File: src/rtl/div_flags_pkg.sv
package div_flags_pkg;
   typedef enum logic [1:0] {
      DOP_SWORD = 2'd0,
      DOP_UWORD = 2'd1,
      DOP_SHALF = 2'd2,
      DOP_UHALF = 2'd3
   } div_op_e;

   localparam int FLG_Z  = 0;
   localparam int FLG_S  = 1;
   localparam int FLG_OV = 2;
   localparam int FLG_N  = 3;
endpackage

File: src/rtl/div_flags_prep.sv
module div_flags_prep
   import div_flags_pkg::*;
#(
   parameter int W  = 32,
   parameter int HW = 16
) (
   input  logic [1:0]   op,
   input  logic [W-1:0] dividend,
   input  logic [W-1:0] divisor,
   output logic [W-1:0] mag_a,
   output logic [W-1:0] mag_b,
   output logic         neg_q,
   output logic         neg_r,
   output logic         is_zero,
   output logic         is_ovf
);
   localparam logic [W-1:0] MOST_NEG = {1'b1, {(W-1){1'b0}}};

   logic           is_signed;
   logic           is_half;
   logic [W-1:0]   half_div;
   logic [W-1:0]   eff_div;
   logic           sgn_a;
   logic           sgn_b;

   assign is_signed = ~op[0];
   assign is_half   = op[1];

   generate
      if (HW < W) begin : g_narrow
         assign half_div = is_signed ? {{(W-HW){divisor[HW-1]}}, divisor[HW-1:0]}
                                     : {{(W-HW){1'b0}}, divisor[HW-1:0]};
      end else begin : g_full
         assign half_div = divisor;
      end
   endgenerate

   always_comb begin
      eff_div = is_half ? half_div : divisor;
      sgn_a   = is_signed & dividend[W-1];
      sgn_b   = is_signed & eff_div[W-1];
      mag_a   = sgn_a ? (~dividend + 1'b1) : dividend;
      mag_b   = sgn_b ? (~eff_div + 1'b1) : eff_div;
      neg_q   = sgn_a ^ sgn_b;
      neg_r   = sgn_a;
      is_zero = (eff_div == '0);
      is_ovf  = is_signed && (dividend == MOST_NEG) && (&eff_div);
   end
endmodule

File: src/rtl/div_flags_core.sv
module div_flags_core #(
   parameter int W = 32
) (
   input  logic         clk,
   input  logic         rst_n,
   input  logic         load,
   input  logic         step,
   input  logic [W-1:0] mag_a,
   input  logic [W-1:0] mag_b,
   output logic [W-1:0] nxt_q,
   output logic [W-1:0] nxt_r,
   output logic         last
);
   localparam int            CW    = $clog2(W);
   localparam logic [CW-1:0] LASTC = CW'(W - 1);

   logic [W-1:0]  rem_r;
   logic [W-1:0]  quo_r;
   logic [W-1:0]  dvs_r;
   logic [CW-1:0] cnt_r;
   logic [W:0]    shifted;
   logic [W:0]    trial;

   always_comb begin
      shifted = {rem_r, quo_r[W-1]};
      trial   = shifted - {1'b0, dvs_r};
      if (!trial[W]) begin
         nxt_r = trial[W-1:0];
         nxt_q = {quo_r[W-2:0], 1'b1};
      end else begin
         nxt_r = shifted[W-1:0];
         nxt_q = {quo_r[W-2:0], 1'b0};
      end
      last = (cnt_r == LASTC);
   end

   always_ff @(posedge clk or negedge rst_n) begin
      if (!rst_n) begin
         rem_r <= '0;
         quo_r <= '0;
         dvs_r <= '0;
         cnt_r <= '0;
      end else if (load) begin
         rem_r <= '0;
         quo_r <= mag_a;
         dvs_r <= mag_b;
         cnt_r <= '0;
      end else if (step) begin
         rem_r <= nxt_r;
         quo_r <= nxt_q;
         cnt_r <= cnt_r + 1'b1;
      end
   end
endmodule

File: src/rtl/div_flags_post.sv
module div_flags_post #(
   parameter int W = 32
) (
   input  logic [W-1:0] mag_q,
   input  logic [W-1:0] mag_r,
   input  logic         neg_q,
   input  logic         neg_r,
   output logic [W-1:0] quot,
   output logic [W-1:0] rem,
   output logic         z,
   output logic         s
);
   always_comb begin
      quot = neg_q ? (~mag_q + 1'b1) : mag_q;
      rem  = neg_r ? (~mag_r + 1'b1) : mag_r;
      z    = (quot == '0);
      s    = quot[W-1];
   end
endmodule

File: src/rtl/div_flags_unit.sv
module div_flags_unit
   import div_flags_pkg::*;
#(
   parameter int W  = 32,
   parameter int HW = 16
) (
   input  logic         clk,
   input  logic         rst_n,
   input  logic         start_i,
   input  logic [1:0]   op_i,
   input  logic [W-1:0] dividend_i,
   input  logic [W-1:0] divisor_i,
   output logic         busy_o,
   output logic         done_o,
   output logic [W-1:0] quot_o,
   output logic [W-1:0] rem_o,
   output logic         quot_we_o,
   output logic         rem_we_o,
   output logic         flag_z_o,
   output logic         flag_s_o,
   output logic         flag_ov_o,
   output logic [2:0]   flag_we_o
);
   localparam logic [W-1:0] MOST_NEG = {1'b1, {(W-1){1'b0}}};

   generate
      if (W < 4 || (W % 2) != 0) begin : g_bad_w
         $error("div_flags_unit: W must be even and at least 4");
      end
      if (HW < 1 || HW > W) begin : g_bad_hw
         $error("div_flags_unit: HW must lie in 1..W");
      end
   endgenerate

   logic [W-1:0] mag_a, mag_b, nxt_q, nxt_r, fin_q, fin_r;
   logic         neg_q, neg_r, is_zero, is_ovf, last;
   logic         fin_z, fin_s;
   logic         busy_r, neg_q_r, neg_r_r;
   logic         accept, load_core;

   assign accept    = start_i && !busy_r;
   assign load_core = accept && !is_zero && !is_ovf;

   div_flags_prep #(.W(W), .HW(HW)) u_prep (
      .op       (op_i),
      .dividend (dividend_i),
      .divisor  (divisor_i),
      .mag_a    (mag_a),
      .mag_b    (mag_b),
      .neg_q    (neg_q),
      .neg_r    (neg_r),
      .is_zero  (is_zero),
      .is_ovf   (is_ovf)
   );

   div_flags_core #(.W(W)) u_core (
      .clk   (clk),
      .rst_n (rst_n),
      .load  (load_core),
      .step  (busy_r),
      .mag_a (mag_a),
      .mag_b (mag_b),
      .nxt_q (nxt_q),
      .nxt_r (nxt_r),
      .last  (last)
   );

   div_flags_post #(.W(W)) u_post (
      .mag_q (nxt_q),
      .mag_r (nxt_r),
      .neg_q (neg_q_r),
      .neg_r (neg_r_r),
      .quot  (fin_q),
      .rem   (fin_r),
      .z     (fin_z),
      .s     (fin_s)
   );

   always_ff @(posedge clk or negedge rst_n) begin
      if (!rst_n) begin
         busy_r    <= 1'b0;
         neg_q_r   <= 1'b0;
         neg_r_r   <= 1'b0;
         done_o    <= 1'b0;
         quot_o    <= '0;
         rem_o     <= '0;
         quot_we_o <= 1'b0;
         rem_we_o  <= 1'b0;
         flag_z_o  <= 1'b0;
         flag_s_o  <= 1'b0;
         flag_ov_o <= 1'b0;
         flag_we_o <= '0;
      end else if (accept && is_zero) begin
         done_o    <= 1'b1;
         quot_we_o <= 1'b0;
         rem_we_o  <= 1'b0;
         flag_z_o  <= 1'b0;
         flag_s_o  <= 1'b0;
         flag_ov_o <= 1'b1;
         flag_we_o <= 3'b1 << FLG_OV;
      end else if (accept && is_ovf) begin
         done_o    <= 1'b1;
         quot_o    <= MOST_NEG;
         rem_o     <= '0;
         quot_we_o <= 1'b1;
         rem_we_o  <= 1'b1;
         flag_z_o  <= 1'b0;
         flag_s_o  <= 1'b1;
         flag_ov_o <= 1'b1;
         flag_we_o <= '1;
      end else if (accept) begin
         busy_r    <= 1'b1;
         neg_q_r   <= neg_q;
         neg_r_r   <= neg_r;
         done_o    <= 1'b0;
         quot_we_o <= 1'b0;
         rem_we_o  <= 1'b0;
         flag_we_o <= '0;
      end else if (busy_r && last) begin
         busy_r    <= 1'b0;
         done_o    <= 1'b1;
         quot_o    <= fin_q;
         rem_o     <= fin_r;
         quot_we_o <= 1'b1;
         rem_we_o  <= 1'b1;
         flag_z_o  <= fin_z;
         flag_s_o  <= fin_s;
         flag_ov_o <= 1'b0;
         flag_we_o <= '1;
      end else begin
         done_o    <= 1'b0;
         quot_we_o <= 1'b0;
         rem_we_o  <= 1'b0;
         flag_we_o <= '0;
      end
   end

   assign busy_o = busy_r;
endmodule

File: config.mk
export PLATFORM = sky130hd
export DESIGN_NAME = div_flags_unit
export DESIGN_NICKNAME = d
export VERILOG_FILES = /design/src/rtl/div_flags_pkg.sv /design/src/rtl/div_flags_prep.sv /design/src/rtl/div_flags_core.sv /design/src/rtl/div_flags_post.sv /design/src/rtl/div_flags_unit.sv
export SDC_FILE = /design/constraint.sdc
export NUM_CORES = 1
export LEC_CHECK = 0
export BUFFER_PORTS_ARGS = -buffer_cell sky130_fd_sc_hd__buf_2
export CORE_MARGIN = 2
export CORE_UTILIZATION = 40
export DETAILED_ROUTE_END_ITERATION = 7
export HOLD_SLACK_MARGIN = 0.05
export MAX_ROUTING_LAYER = met4
export PLACE_DENSITY = 0.56
export SLEW_MARGIN = 40
export SYNTH_ARGS = -nofsm -noshare
export SYNTH_HDL_FRONTEND = slang
export SYNTH_SLANG_ARGS = --single-unit
File: constraint.sdc
create_clock -name clk -period 11.55 [get_ports clk]
set_input_delay 1.7325 -clock clk [delete_from_list [all_inputs] [get_ports clk]]
set_output_delay 1.7325 -clock clk [all_outputs]
set_load 0.02 [all_outputs]
==> results.md <==
- Post-synthesis instance total: 1596
- Largest area contributor in the netlist: dfrtp_1
- Layout fillers: 3264
- Clock transition at the registers of the reported paths: 70 ps
- Status: finished clean
- Post-CTS Repair Setup Buffers: 0
- Pin count of the biggest net entering global routing: 98
- Post-route minimum period: 6840 ps
- Setup Skew: 18.9 ps
- Synthesized area per cell: 8.17 sq um
- Met3 WL post-DR: 2380 um
- Initial DRC count: 974
- Layout cell share with drive strength beyond 1: 0.136
- Crit end category: flop
- Final Hold Vio Count: 0
- Vias in the first global route: 11000
- Area of the multi-input gates: 8070 sq um
- Synthesized area: 13000 sq um
- I/O Pins: 143
- Worst Path Buf+Inv: 3
- H-Tree Depth: 4
- Gr usage total: 0.242
- Seq cells post-synth: 173
- Hold Path Class: reg -> reg
- Nets: 1765
- Syn-to-layout area delta: 12.3%
- Final period util: 0.592
- Crit-path most repeated cell: o21ai_0
- Synth cell types: 88
- Post-Syn Nets: 1705
- Worst Tran Pin Value: 826 ps
- WL/cell: 18.6 um
- DIE WIDTH: 185 um
- Num rows: 66
- Area fraction of the dominant cell type after synthesis: 0.332
- Vias: 11800
- CP max stage delay: 670 ps
- Number of synthesized flops with an enable pin: 0
- Crit Path Class: reg -> reg
- Yosys warnings: 0
- Worst slew margin: 0.445
- Highest routing layer actually used: met4
- Fmax: 146 MHz
- Count leader, synth: nand2_1
- Drt via density: 5.57
- Die ar.: 34100 sq um
- Initial antenna violation count: 2
- Clk root buf: clkbuf_16
- Cts bufs inserted: 17
- Post-cts hold buffer count: 0
- Detailed placement HPWL: 29400 um
- Endpoints failing setup: 0
- Maxcap violations: 0
- Total congestion overflow: 0
- Clk_lat worst skew: 450 ps
- Seq/Total Area, Yosys: 0.332
- ANT nets after route: 0
- First-pass GRT wire length: 62800 um
- Met2 WL post-DR: 15500 um
- Family with the most delay on the worst path: simple AND/OR/NAND/NOR gates
- CP Launch Type: flop
- CTS tree: built
- Chip height: 185 um
- DR DRC count: 0
- Final Max Slew Viols: 0
- Most frequent cells after synthesis: nand2_1 (220), o21ai_0 (174), dfrtp_1 (173)
- Synth Flop Type: dfrtp_1
- CP Max Fanout: 46
- Ranking of synthesized cells by area: dfrtp_1 (33%), o21ai_0 (6.7%), nand2_1 (6.3%), mux2i_1 (6.1%), xor2_1 (4.8%)
- Setup_tns: 0 ps
- Arr. time, crit path: 7210 ps
- Reg area: 4330 sq um
- Async SR Flop Fraction: 1.00
- Required @ worst endpoint: 11920 ps
- Maximum root-to-sink buffer count: 2
- Number of port buffers: 142
- CTS Sinks: 173
- Initial cell density of the core: 0.404
- Gpl congestion: 0.948
- Core box area: 32300 sq um
- Post-cts resize count: 0
- Routed Wire Length: 39300 um
- Worst path cell trace: inv_1 > ha_1 > inv_1 > fa_1 > a21o_1 > a221o_1 > a31o_1 > o311a_4 > nor3_4 > nor2_8 > inv_2 > ha_1 > nand4b_1 > o21ai_0 > o21ai_0 > o21ai_0 > nor4bb_1 > nand4_1 > nor4_1 > nand4_1 > or4_1 > o21ai_1
- Met1 Wirelength: 21200 um
- First-pass iteration count of the detailed router: 5
- Max stage delay cell, worst path: inv_2
- RSZ-0062 raised after global routing: no
## cell families (layout without fill, tap and decap cells)
| logic type | after synthesis | count (layout) | synth area share |
|---|---|---|---|
| xor+xnor | 139 | 139 | 0.0934 |
| buf+inv | 166 | 239 | 0.0509 |
| mux | 82 | 82 | 0.0632 |
| fa+ha+maj | 40 | 40 | 0.0390 |
| compound gates | 421 | 421 | 0.207 |
| flops | 173 | 173 | 0.332 |
| other cells | 0 | 1 | 0 |
| simple gates | 575 | 575 | 0.215 |
## layer usage
layer  up-vias  track usage
met5         -            -
met4         0       0.0400
met3        14       0.0308
met2       361        0.317
met1      5569        0.392
li1       5826            -
## final timing paths
path                                  start          endpoint  slack, ps  cells past startpoint
min in group asynchronous             rst_n  u_core.dvs_r[25]       1150                      1
min reg2reg                       rem_o[21]         rem_o[21]        470                      2
min                               rem_o[21]         rem_o[21]        470                      2
max reg2reg                u_core.quo_r[31]          flag_z_o       4710                     22
max                        u_core.quo_r[31]          flag_z_o       4710                     22
max in group asynchronous             rst_n        quot_o[24]       9380                      2
## tightest hold or removal path, cell delays in order, from the launching register on
cell     delay (ps)
dfrtp_1         340
nand2_1          40
o21ai_0          60
## state kept, by name (all words and copies together), names as in the netlist, 5 cells and up
name	cells
quot_o	32
rem_o	32
u_core.dvs_r	32
u_core.quo_r	32
u_core.rem_r	32
u_core.cnt_r	5
## placed cells by master, fill, tap and decap left out, types with 8 or more instances in the layout
| master | netlist | routed |
|---|---|---|
| o21ai_1 | 18 | 18 |
| o31ai_1 | 31 | 31 |
| a31oi_1 | 8 | 8 |
| nor3_1 | 39 | 38 |
| dfrtp_1 | 173 | 171 |
| a21o_1 | 22 | 22 |
| ha_1 | 39 | 39 |
| or3_1 | 20 | 20 |
| inv_1 | 55 | 55 |
| nor2_1 | 112 | 110 |
| clkbuf_16 | 0 | 17 |
| nand4_1 | 20 | 20 |
| nand2b_1 | 11 | 11 |
| xnor2_1 | 68 | 68 |
| o21a_1 | 8 | 8 |
| o41ai_1 | 9 | 9 |
| a21oi_1 | 62 | 62 |
| nand3_1 | 46 | 46 |
| mux2i_1 | 79 | 79 |
| a211oi_1 | 13 | 13 |
| and3_1 | 15 | 15 |
| o21ai_0 | 174 | 174 |
| o211ai_1 | 11 | 11 |
| buf_2 | 5 | 141 |
| or4_1 | 13 | 13 |
| xor2_1 | 71 | 71 |
| nor4_1 | 26 | 26 |
| nand2_1 | 220 | 218 |
## stage by stage
stage / hold slack (ps) / cells / setup slack, ps / instance area, sq um / utilization
floorplan: 449 / 1596 / 5950 / 13000 / -
global placement: 455 / 2078 / 5050 / 13900 / 0.431
detailed placement: 467 / 2078 / 4810 / 14000 / 0.432
CTS: 482 / 2110 / 4790 / 14600 / 0.453
global route: 489 / 2112 / 4200 / 14600 / 0.454
finish: 474 / 2112 / 4710 / 14600 / 0.454
## area by class of cell
| class | instances | area share |
|---|---|---|
| tap | 442 | 0.0378 |
| antenna | 1 | 0.000171 |
| clock buffer | 18 | 0.0293 |
| inverter | 56 | 0.0144 |
| multi-input combinational | 1257 | 0.551 |
| timing repair buffer | 151 | 0.0557 |
| sequential | 173 | 0.296 |
| clock inverter | 14 | 0.0157 |
Power is left out: the tool's default activity adds up to more than one toggle a clock period on the data nets, which glitch-free logic cannot reach.
